<file path="config.mk">
export PLATFORM = sky130hd
export DESIGN_NAME = mdio_frame_master
export DESIGN_NICKNAME = d
export VERILOG_FILES = /design/src/rtl/mdio_pkg.sv /design/src/rtl/mdio_half_timer.sv /design/src/rtl/mdio_field_mux.sv /design/src/rtl/mdio_rx_shift.sv /design/src/rtl/mdio_frame_master.sv
export SDC_FILE = /design/constraint.sdc
export NUM_CORES = 1
export LEC_CHECK = 0
export ABC_AREA = 1
export BUFFER_PORTS_ARGS = -buffer_cell sky130_fd_sc_hd__buf_2
export CORE_MARGIN = 5
export CORE_UTILIZATION = 45
export CTS_CLUSTER_DIAMETER = 80
export DETAILED_ROUTE_END_ITERATION = 10
export PLACE_DENSITY = 0.65
export SLEW_MARGIN = 15
export SYNTH_ARGS = -nofsm -noshare
export SYNTH_HDL_FRONTEND = slang
export SYNTH_HIERARCHICAL = 1
export SYNTH_SLANG_ARGS = --single-unit
</file>
<file path="constraint.sdc">
create_clock -name clk -period 6.3 [get_ports clk]
set_input_delay 0.315 -clock clk [delete_from_list [all_inputs] [get_ports clk]]
set_output_delay 0.315 -clock clk [all_outputs]
set_load 0.005 [all_outputs]
</file>
<file path="src/rtl/mdio_pkg.sv">
// Package: shared field widths and the latched command record for the
// management frame master. Assumes clause-22 field sizes.
package mdio_pkg;
    localparam int PHY_AW = 5;
    localparam int REG_AW = 5;
    localparam int DATA_W = 16;

    // One management request, held for the life of a frame
    typedef struct packed {
        logic                  rd;
        logic [PHY_AW-1:0]     phy;
        logic [REG_AW-1:0]     regad;
        logic [DATA_W-1:0]     wdata;
    } mdio_cmd_t;
endpackage

</file>
<file path="src/rtl/mdio_half_timer.sv">
// Module: half-period timer. Emits one tick every CLK_DIV clocks while
// run is high and restarts from zero whenever run is low.
// Assumes CLK_DIV >= 1.
module mdio_half_timer #(
    parameter int CLK_DIV = 4
) (
    input  logic clk,
    input  logic rst_n,
    input  logic run,
    output logic tick
);
    localparam int CW = (CLK_DIV > 1) ? $clog2(CLK_DIV) : 1;
    localparam logic [CW-1:0] LAST = CW'(CLK_DIV - 1);

    logic [CW-1:0] cnt;

    // Count clocks within one half-period; clear while idle
    always_ff @(posedge clk) begin
        if (!rst_n || !run) begin
            cnt <= '0;
        end else if (cnt == LAST) begin
            cnt <= '0;
        end else begin
            cnt <= cnt + 1'b1;
        end
    end

    assign tick = run && (cnt == LAST);

    generate
        if (CLK_DIV > 1) begin : g_len_chk

            half_len_chk: assert property (@(posedge clk) disable iff (!rst_n)
                tick |=> !tick);
        end
    endgenerate
endmodule

</file>
<file path="src/rtl/mdio_field_mux.sv">
// Module: slot decoder. For a frame slot index it gives the bit to drive,
// the output enable, whether the slot samples read data, and whether it
// is the final trailing slot. Purely combinational.
// Assumes PRE >= 1 and SW wide enough for PRE+33.
module mdio_field_mux
    import mdio_pkg::*;
#(
    parameter int PRE = 40,
    parameter int SW  = 7
) (
    input  logic [SW-1:0] slot_i,
    input  mdio_cmd_t     cmd_i,
    output logic          bit_o,
    output logic          en_o,
    output logic          rx_o,
    output logic          last_o
);
    localparam int ST = PRE;        // start pair
    localparam int OP = PRE + 2;    // opcode pair
    localparam int PA = PRE + 4;    // phy address
    localparam int RA = PRE + 9;    // register address
    localparam int TA = PRE + 14;   // turnaround
    localparam int RD = PRE + 15;   // read data
    localparam int WD = PRE + 16;   // write data
    localparam int TR_R = RD + DATA_W;
    localparam int TR_W = WD + DATA_W;

    int         s_i;
    logic [2:0] pidx;
    logic [2:0] ridx;
    logic [3:0] didx;

    assign s_i  = int'(slot_i);
    assign pidx = 3'(PHY_AW - 1 - (s_i - PA));
    assign ridx = 3'(REG_AW - 1 - (s_i - RA));
    assign didx = 4'(DATA_W - 1 - (s_i - WD));

    // Map the slot index onto the frame field it belongs to
    always_comb begin
        bit_o  = 1'b0;
        en_o   = 1'b0;
        rx_o   = 1'b0;
        last_o = 1'b0;
        if (s_i < ST) begin
            bit_o = 1'b1;
            en_o  = 1'b1;
        end else if (s_i < OP) begin
            en_o  = 1'b1;
            bit_o = (s_i == ST + 1);
        end else if (s_i < PA) begin
            en_o  = 1'b1;
            bit_o = (s_i == OP) ? cmd_i.rd : !cmd_i.rd;
        end else if (s_i < RA) begin
            en_o  = 1'b1;
            bit_o = cmd_i.phy[pidx];
        end else if (s_i < TA) begin
            en_o  = 1'b1;
            bit_o = cmd_i.regad[ridx];
        end else if (cmd_i.rd) begin
            if (s_i >= RD && s_i < TR_R) begin
                rx_o = 1'b1;
            end
            last_o = (s_i == TR_R);
        end else begin
            if (s_i < WD) begin
                en_o  = 1'b1;
                bit_o = (s_i == TA);
            end else if (s_i < TR_W) begin
                en_o  = 1'b1;
                bit_o = cmd_i.wdata[didx];
            end
            last_o = (s_i == TR_W);
        end
    end
endmodule

</file>
<file path="src/rtl/mdio_rx_shift.sv">
// Module: read-data shifter. Clears on request and shifts in one bit,
// most significant first, on each sample strobe.
module mdio_rx_shift #(
    parameter int W = 16
) (
    input  logic         clk,
    input  logic         rst_n,
    input  logic         clear,
    input  logic         sample,
    input  logic         bit_i,
    output logic [W-1:0] data_o
);
    // Accumulate sampled line bits, oldest at the top
    always_ff @(posedge clk) begin
        if (!rst_n || clear) begin
            data_o <= '0;
        end else if (sample) begin
            data_o <= {data_o[W-2:0], bit_i};
        end
    end
endmodule

</file>
<file path="src/rtl/mdio_frame_master.sv">
// Module: management frame master top. Latches a request on start_i,
// walks the frame slot by slot, one MDC cycle per slot (low half then
// high half), and drives MDC, data and output enable from registers.
// Assumes mdio_i is already synchronous to clk.
module mdio_frame_master
    import mdio_pkg::*;
#(
    parameter int CLK_DIV = 4,
    parameter int PRE     = 40
) (
    input  logic                 clk,
    input  logic                 rst_n,
    input  logic                 start_i,
    input  logic                 rd_i,
    input  logic [PHY_AW-1:0]    phy_addr_i,
    input  logic [REG_AW-1:0]    reg_addr_i,
    input  logic [DATA_W-1:0]    wdata_i,
    output logic [DATA_W-1:0]    rdata_o,
    output logic                 done_o,
    output logic                 busy_o,
    output logic                 mdc_o,
    output logic                 mdio_o,
    output logic                 mdio_oe_o,
    input  logic                 mdio_i
);
    localparam int MAX_SLOT = PRE + 2 + 2 + PHY_AW + REG_AW + 2 + DATA_W;
    localparam int SW = $clog2(MAX_SLOT + 2);

    mdio_cmd_t   cmd;
    logic [SW-1:0] slot;
    logic [SW-1:0] slot_nx;
    logic        high_half;
    logic        tick;
    logic        cur_bit, cur_en, cur_rx, cur_last;
    logic        nx_bit, nx_en, nx_rx, nx_last;
    logic        accept;

    assign accept  = start_i && !busy_o;
    assign slot_nx = slot + 1'b1;

    mdio_half_timer #(.CLK_DIV(CLK_DIV)) u_timer (
        .clk  (clk),
        .rst_n(rst_n),
        .run  (busy_o),
        .tick (tick)
    );

    mdio_field_mux #(.PRE(PRE), .SW(SW)) u_cur (
        .slot_i(slot),
        .cmd_i (cmd),
        .bit_o (cur_bit),
        .en_o  (cur_en),
        .rx_o  (cur_rx),
        .last_o(cur_last)
    );

    mdio_field_mux #(.PRE(PRE), .SW(SW)) u_nxt (
        .slot_i(slot_nx),
        .cmd_i (cmd),
        .bit_o (nx_bit),
        .en_o  (nx_en),
        .rx_o  (nx_rx),
        .last_o(nx_last)
    );

    mdio_rx_shift #(.W(DATA_W)) u_rx (
        .clk   (clk),
        .rst_n (rst_n),
        .clear (accept),
        .sample(busy_o && tick && high_half && cur_rx),
        .bit_i (mdio_i),
        .data_o(rdata_o)
    );

    // Frame sequencer: accept a request, then step MDC phases and slots
    always_ff @(posedge clk) begin
        if (!rst_n) begin
            cmd       <= '0;
            slot      <= '0;
            high_half <= 1'b0;
            busy_o    <= 1'b0;
            done_o    <= 1'b0;
            mdc_o     <= 1'b0;
            mdio_o    <= 1'b0;
            mdio_oe_o <= 1'b0;
        end else begin
            done_o <= 1'b0;
            if (accept) begin
                cmd       <= '{rd: rd_i, phy: phy_addr_i, regad: reg_addr_i, wdata: wdata_i};
                slot      <= '0;
                high_half <= 1'b0;
                busy_o    <= 1'b1;
                mdc_o     <= 1'b0;
                mdio_o    <= 1'b1;
                mdio_oe_o <= 1'b1;
            end else if (busy_o && tick) begin
                if (!high_half) begin
                    mdc_o     <= 1'b1;
                    high_half <= 1'b1;
                end else begin
                    mdc_o     <= 1'b0;
                    high_half <= 1'b0;
                    if (cur_last) begin
                        busy_o    <= 1'b0;
                        done_o    <= 1'b1;
                        mdio_o    <= 1'b0;
                        mdio_oe_o <= 1'b0;
                    end else begin
                        slot      <= slot_nx;
                        mdio_o    <= nx_bit;
                        mdio_oe_o <= nx_en;
                    end
                end
            end
        end
    end


    mdc_stable_hi_chk: assert property (@(posedge clk) disable iff (!rst_n)
        mdc_o |-> ($stable(mdio_o) && $stable(mdio_oe_o)));


    idle_quiet_chk: assert property (@(posedge clk) disable iff (!rst_n)
        !busy_o |-> (!mdc_o && !mdio_oe_o));


    done_ends_busy_chk: assert property (@(posedge clk) disable iff (!rst_n)
        done_o |-> (!busy_o && $past(busy_o)));


    done_pulse_chk: assert property (@(posedge clk) disable iff (!rst_n)
        done_o |=> !done_o);


    slot_bound_chk: assert property (@(posedge clk) disable iff (!rst_n)
        busy_o |-> (int'(slot) <= MAX_SLOT));


    rx_released_chk: assert property (@(posedge clk) disable iff (!rst_n)
        (busy_o && cur_rx) |-> !mdio_oe_o);


    no_restart_chk: assert property (@(posedge clk) disable iff (!rst_n)
        (busy_o && start_i && !done_o) |=> (busy_o || done_o));

    // Decoder outputs of the look-ahead copy are only partly consumed
    logic unused_ok;
    assign unused_ok = &{1'b0, cur_bit, cur_en, nx_rx, nx_last};
endmodule

</file>
Word level (Yosys, flattened, before mapping) --
Cells that the tools add are included.
Storage, ports and cells: bits in registers 57, input bits 31, output and inout port bits 21, logic and storage cells 117
Cells by class: add/sub/neg operators 8, $lt $le $gt $ge 17, eq/ne operators 6, muxes and demuxes 50, bitwise operators 4, reductions and logical operators 20
Operators by type and width (number):
- 7-bit by 6-bit less-than comparator with 1-bit output (second input constant) | 11
- 1-bit 2-to-1 mux | 47
- 7-bit equality test (second input constant) | 5
- 7-bit less-than comparator (second input constant) | 2
- 3-bit by 4-bit less-than comparator with 1-bit output (second input constant) | 2
- 7-bit by 1-bit adder with 7-bit output (second input constant) | 1
- 7-bit by 6-bit greater-or-equal comparator with 1-bit output (second input constant) | 1
- 1-bit binary-select mux with 3-bit select | 2
- 1-bit logical AND | 6
- 3-bit AND reduction | 2
- 2-bit nonzero test | 3
- 3-bit subtractor (first input constant) | 2
- 4-bit by 5-bit less-than comparator with 1-bit output (second input constant) | 1
- 1-bit binary-select mux with 4-bit select | 1
- 1-bit NOT | 4
- 2-bit OR reduction | 2
- 4-bit OR reduction | 1
- 1-bit by 4-bit subtractor with 4-bit output (first input constant) | 1
- 4-bit subtractor (second input constant) | 1
- 1-bit zero test | 3
- 3-bit by 1-bit subtractor with 3-bit output (second input constant) | 1
- 3-bit subtractor (second input constant) | 1
- 2-bit by 1-bit adder with 2-bit output (second input constant) | 1
- 2-bit equality test (second input constant) | 1
- 2 further kinds | 3

Logic depth before layout (Yosys ltp) --
depth after elaboration 17, gate-level depth with buffers 19, gate-level depth less buffers 19

Cells and area by module --
The synthesis kept the hierarchy.
Modules (own cells, without submodules):
- mdio_frame_master | instances 1, cells each 198, area each 1601.5 um^2, sequential area each 780.7 um^2
- mdio_field_mux (u_nxt) | instances 1, cells each 130, area each 679.4 um^2, sequential area each 0.0 um^2
- mdio_field_mux (u_cur) | instances 1, cells each 130, area each 673.1 um^2, sequential area each 0.0 um^2
- mdio_rx_shift | instances 1, cells each 71, area each 651.9 um^2, sequential area each 320.3 um^2
- mdio_half_timer | instances 1, cells each 10, area each 85.1 um^2, sequential area each 40.0 um^2

Least setup slack after synthesis --
OpenSTA, ideal clock, no wires.
path kind register to register, from register slot[1], to register mdio_o, setup time 70 ps, arrival time 2297 ps, data required time 6230 ps, slack 3933 ps, stages on the path, launching flop included 16, path buffers 0, clock period less this slack 2367 ps, cell sequence dfxtp_1 -> ha_1 -> xor2_1 -> inv_1 -> ha_1 -> inv_1 -> o21ai_0 -> nand2_1 -> o21a_1 -> nand2_1 -> nand2_1 -> nand2_1 -> nand2_1 -> nand2_1 -> nand2_1 -> a21oi_1
Between the ends: longest elaborated chain between the ends 17, elaborated cells between the ends (all ways) 49, classes of those cells 7 x add/sub; 12 x order compare; 5 x eq/ne; 25 x mux
Ends and longest elaborated chain:
- start, declared | RTL line mdio_frame_master.sv:30 | logic [SW-1:0] slot;
- start signal, assigned | RTL line mdio_frame_master.sv:109 | slot <= slot_nx;
- 7-bit by 1-bit adder with 7-bit output (*) | RTL line mdio_frame_master.sv:39 | assign slot_nx = slot + 1'b1;
- named net slot_nx[2] | RTL line mdio_frame_master.sv:31 | logic [SW-1:0] slot_nx;
- 4-bit subtractor | RTL line mdio_field_mux.sv:36 | assign didx = 4'(DATA_W - 1 - (s_i - WD));
- 1-bit by 4-bit subtractor with 4-bit output | RTL line mdio_field_mux.sv:36
- 1-bit binary-select mux with 4-bit select | RTL line mdio_field_mux.sv:70 | bit_o = cmd_i.wdata[didx];
- 1-bit 2-to-1 mux (implied by the code) | RTL line mdio_field_mux.sv:70
- 1-bit 2-to-1 mux | RTL line mdio_field_mux.sv:68 | end else if (s_i < TR_W) begin
- 1-bit 2-to-1 mux | RTL line mdio_field_mux.sv:65 | if (s_i < WD) begin
- (+3 left out)
- 1-bit 2-to-1 mux | RTL line mdio_field_mux.sv:50 | end else if (s_i < PA) begin
- 1-bit 2-to-1 mux | RTL line mdio_field_mux.sv:47 | end else if (s_i < OP) begin
- 1-bit 2-to-1 mux (*) | RTL line mdio_field_mux.sv:44 | if (s_i < ST) begin
- named net nx_bit | RTL line mdio_frame_master.sv:35 | logic nx_bit, nx_en, nx_rx, nx_last;
- 1-bit 2-to-1 mux (*) | RTL line mdio_frame_master.sv:103 | if (cur_last) begin
- 1-bit 2-to-1 mux (*) | RTL line mdio_frame_master.sv:97 | if (!high_half) begin
- 1-bit 2-to-1 mux (*) | RTL line mdio_frame_master.sv:96 | end else if (busy_o && tick) begin
- 1-bit 2-to-1 mux (*) | RTL line mdio_frame_master.sv:88 | if (accept) begin
- end signal, assigned | RTL line mdio_frame_master.sv:110 | mdio_o <= nx_bit;
- end, declared | RTL line mdio_frame_master.sv:22 | output logic mdio_o,
The timed path passes the listed nets; every way through them passes the cells marked *. The select of a mux whose other input is x is not followed. A chain may end at the register's enable or synchronous reset.

Worst setup path in the final report --
from register slot[0], to register mdio_o
The elaborated chain is that of the path after synthesis.

==> reports/results.ini <==
[status]
outcome = finished clean

[clock_tree]
cts-buffers-inserted = 9
cts_root_buf = clkbuf_8
postCtsSetupRepairBufs = 0
h-tree-depth = 3
cts_tree = done
cts_hold_buf = 0
cts.sinks = 57
path_clk_slew_ns = 0.07
insertion_delay_ns = 0.34
cts_buffer_depth = 2
cts.repair.resized = 0

[routing]
routed.top_layer = met4
routedWlPerCell_um = 11.8
postRouteAntennaNets = 0
wl_met2_mm = 3.26
drt_iter0_drc = 98
wl_met1_mm = 3.25
via_per_inst = 4.75
vias = 2779
wl_met3_um = 323
drt_pass1_iterations = 4
drcViolationCount = 0
wl_mm = 6.88

[yosys]
syn_area_um2 = 3230
syn-num-nets = 489
netlist_instances = 443
yosys_warnings = 6
avgSynthCellArea_um2 = 7.28

[final_layout]
diodes = 0
fin_area_um2 = 3620
drive_gt1_share_pct = 26.6
final_nets = 530
fin_util_pct = 52.7
synthToLayoutAreaGrowth_pct = 12.2
finalNonFillerCells = 585
fill_cells = 692

[grt]
gr-usage-all-layers_pct = 15.5
grt_pass1_wl_mm = 11.2
antenna_found_initial = 0
grt_pass1_vias = 2596
grt_start_max_net_pins = 33
gr-total-overflow = 0

[place]
placedCellCount = 569
place_area_um2 = 3400
dpl.hpwl_mm = 4.92
dp_slack_ns = 3.42
io_buffers = 51
place_congestion = 0.793

[die]
die_h_um = 94.7
die_area_um2 = 8960
design.core.area_um2 = 6870
num_io_pins = 52
std_cell_rows = 30
start_util_pct = 47.0
fp.dieW_um = 94.7

[sta]
relSlewSlack_pct = 48.9
slew_violations = 0
rsz0062_at_grt = false
max_freq_mhz = 366
worst_pin_slew_ns = 0.765
fin_skew_ns = 0.00954
period_share_pct = 43.3
fin_tns_setup_ns = 0
period_needed_ns = 2.73
fin_ws_ns = 3.57
hold_violations = 0
setup_viol = 0
holdWs_ns = 0.200

[critical_path]
crit_required_ns = 6.57
crit_path_end_kind = flip-flop
cp.arrival_ns = 3.00
start_kind = flip-flop
critPathKind = flip-flop to flip-flop
cp_max_fo = 8
reg2regPathDepth = 15

[power]
p_leak_nw = 1.55
power_density_nw_per_um2 = 224
total_power_mw = 0.812
irDropWorstVdd_mv = 0.167

[worst_hold_path]
whs_path_depth = 3
min_path_type = primary input to flip-flop

[job]
drv_cap = 0

-- worst paths after layout --
path,from,to,slack (ns)
max,slot[0],mdio_o,3.57
min,wdata_i[0],cmd[0],0.20
max reg2reg,slot[0],mdio_o,3.57
min reg2reg,u_timer/cnt[0],u_timer/cnt[0],0.43
-- area by class of cell --
cell class	instances	area [um2]	share of cell area (%)
clock inverter	4	50.0	1.38
multi-input combinational	314	1680	46.4
tap	96	120	3.32
sequential	57	1140	31.5
timing repair buffer	51	255	7.05
inverter	51	210	5.81
clock buffer	12	165	4.56
-- flip-flops by register name, summed over array words and instances, names as in the netlist --
signal / cells
done_o: 1
u_timer/cnt: 2
slot: 7
mdio_o: 1
cmd: 27
busy_o: 1
high_half: 1
u_rx/data_o: 16
mdio_oe_o: 1
-- report_power, final --
group          switching [mW]  internal (mW)  total (mW)
Clock                   0.149          0.214       0.364
Sequential             0.0104          0.377       0.388
Combinational          0.0376         0.0237      0.0613
-- cells in the final DEF (no fill, tap or decap) --
cell / instances
nand3b_1: 1
o21ai_0: 35
inv_8: 1
inv_6: 1
a21oi_2: 13
nand4_4: 1
a211oi_1: 2
bufinv_16: 1
clkinvlp_4: 2
a31oi_1: 1
a21oi_1: 21
o2111ai_1: 1
o21ai_1: 6
nand4_1: 1
o22ai_1: 1
clkinv_2: 2
nand2_1: 83
inv_4: 2
o21bai_1: 2
inv_2: 5
nor2_4: 2
ha_1: 15
nor3_1: 4
buf_2: 51
nand3_2: 1
o21bai_2: 1
nand3_1: 22
clkbuf_8: 12
nor2_1: 60
nor2_2: 22
dfxtp_1: 57
xnor2_1: 2
inv_1: 41
nand2_2: 13
o21a_1: 2
xor2_1: 2
-- routing by layer --
layer | global-route usage, % | up-vias
met2 | 26.5 | 52
met1 | 19.0 | 1238
li1 | - | 1484
met3 | 5.02 | 5
met4 | 3.61 | 0
met5 | 0 | -
-- worst max-delay path, stage by stage, from the launching register on --
cell and delay (ns):
dfxtp_1 0.50, ha_1 0.29, xor2_1 0.55, inv_1 0.20, ha_1 0.24, nand2_1 0.06
inv_1 0.04, a21oi_2 0.19, inv_1 0.06, a21oi_1 0.14, nand2_1 0.07, nand2_1 0.05
nand2_1 0.04, nand2_1 0.06, nand2_1 0.05, a21oi_1 0.11
(Power assumes the default switching activity.)
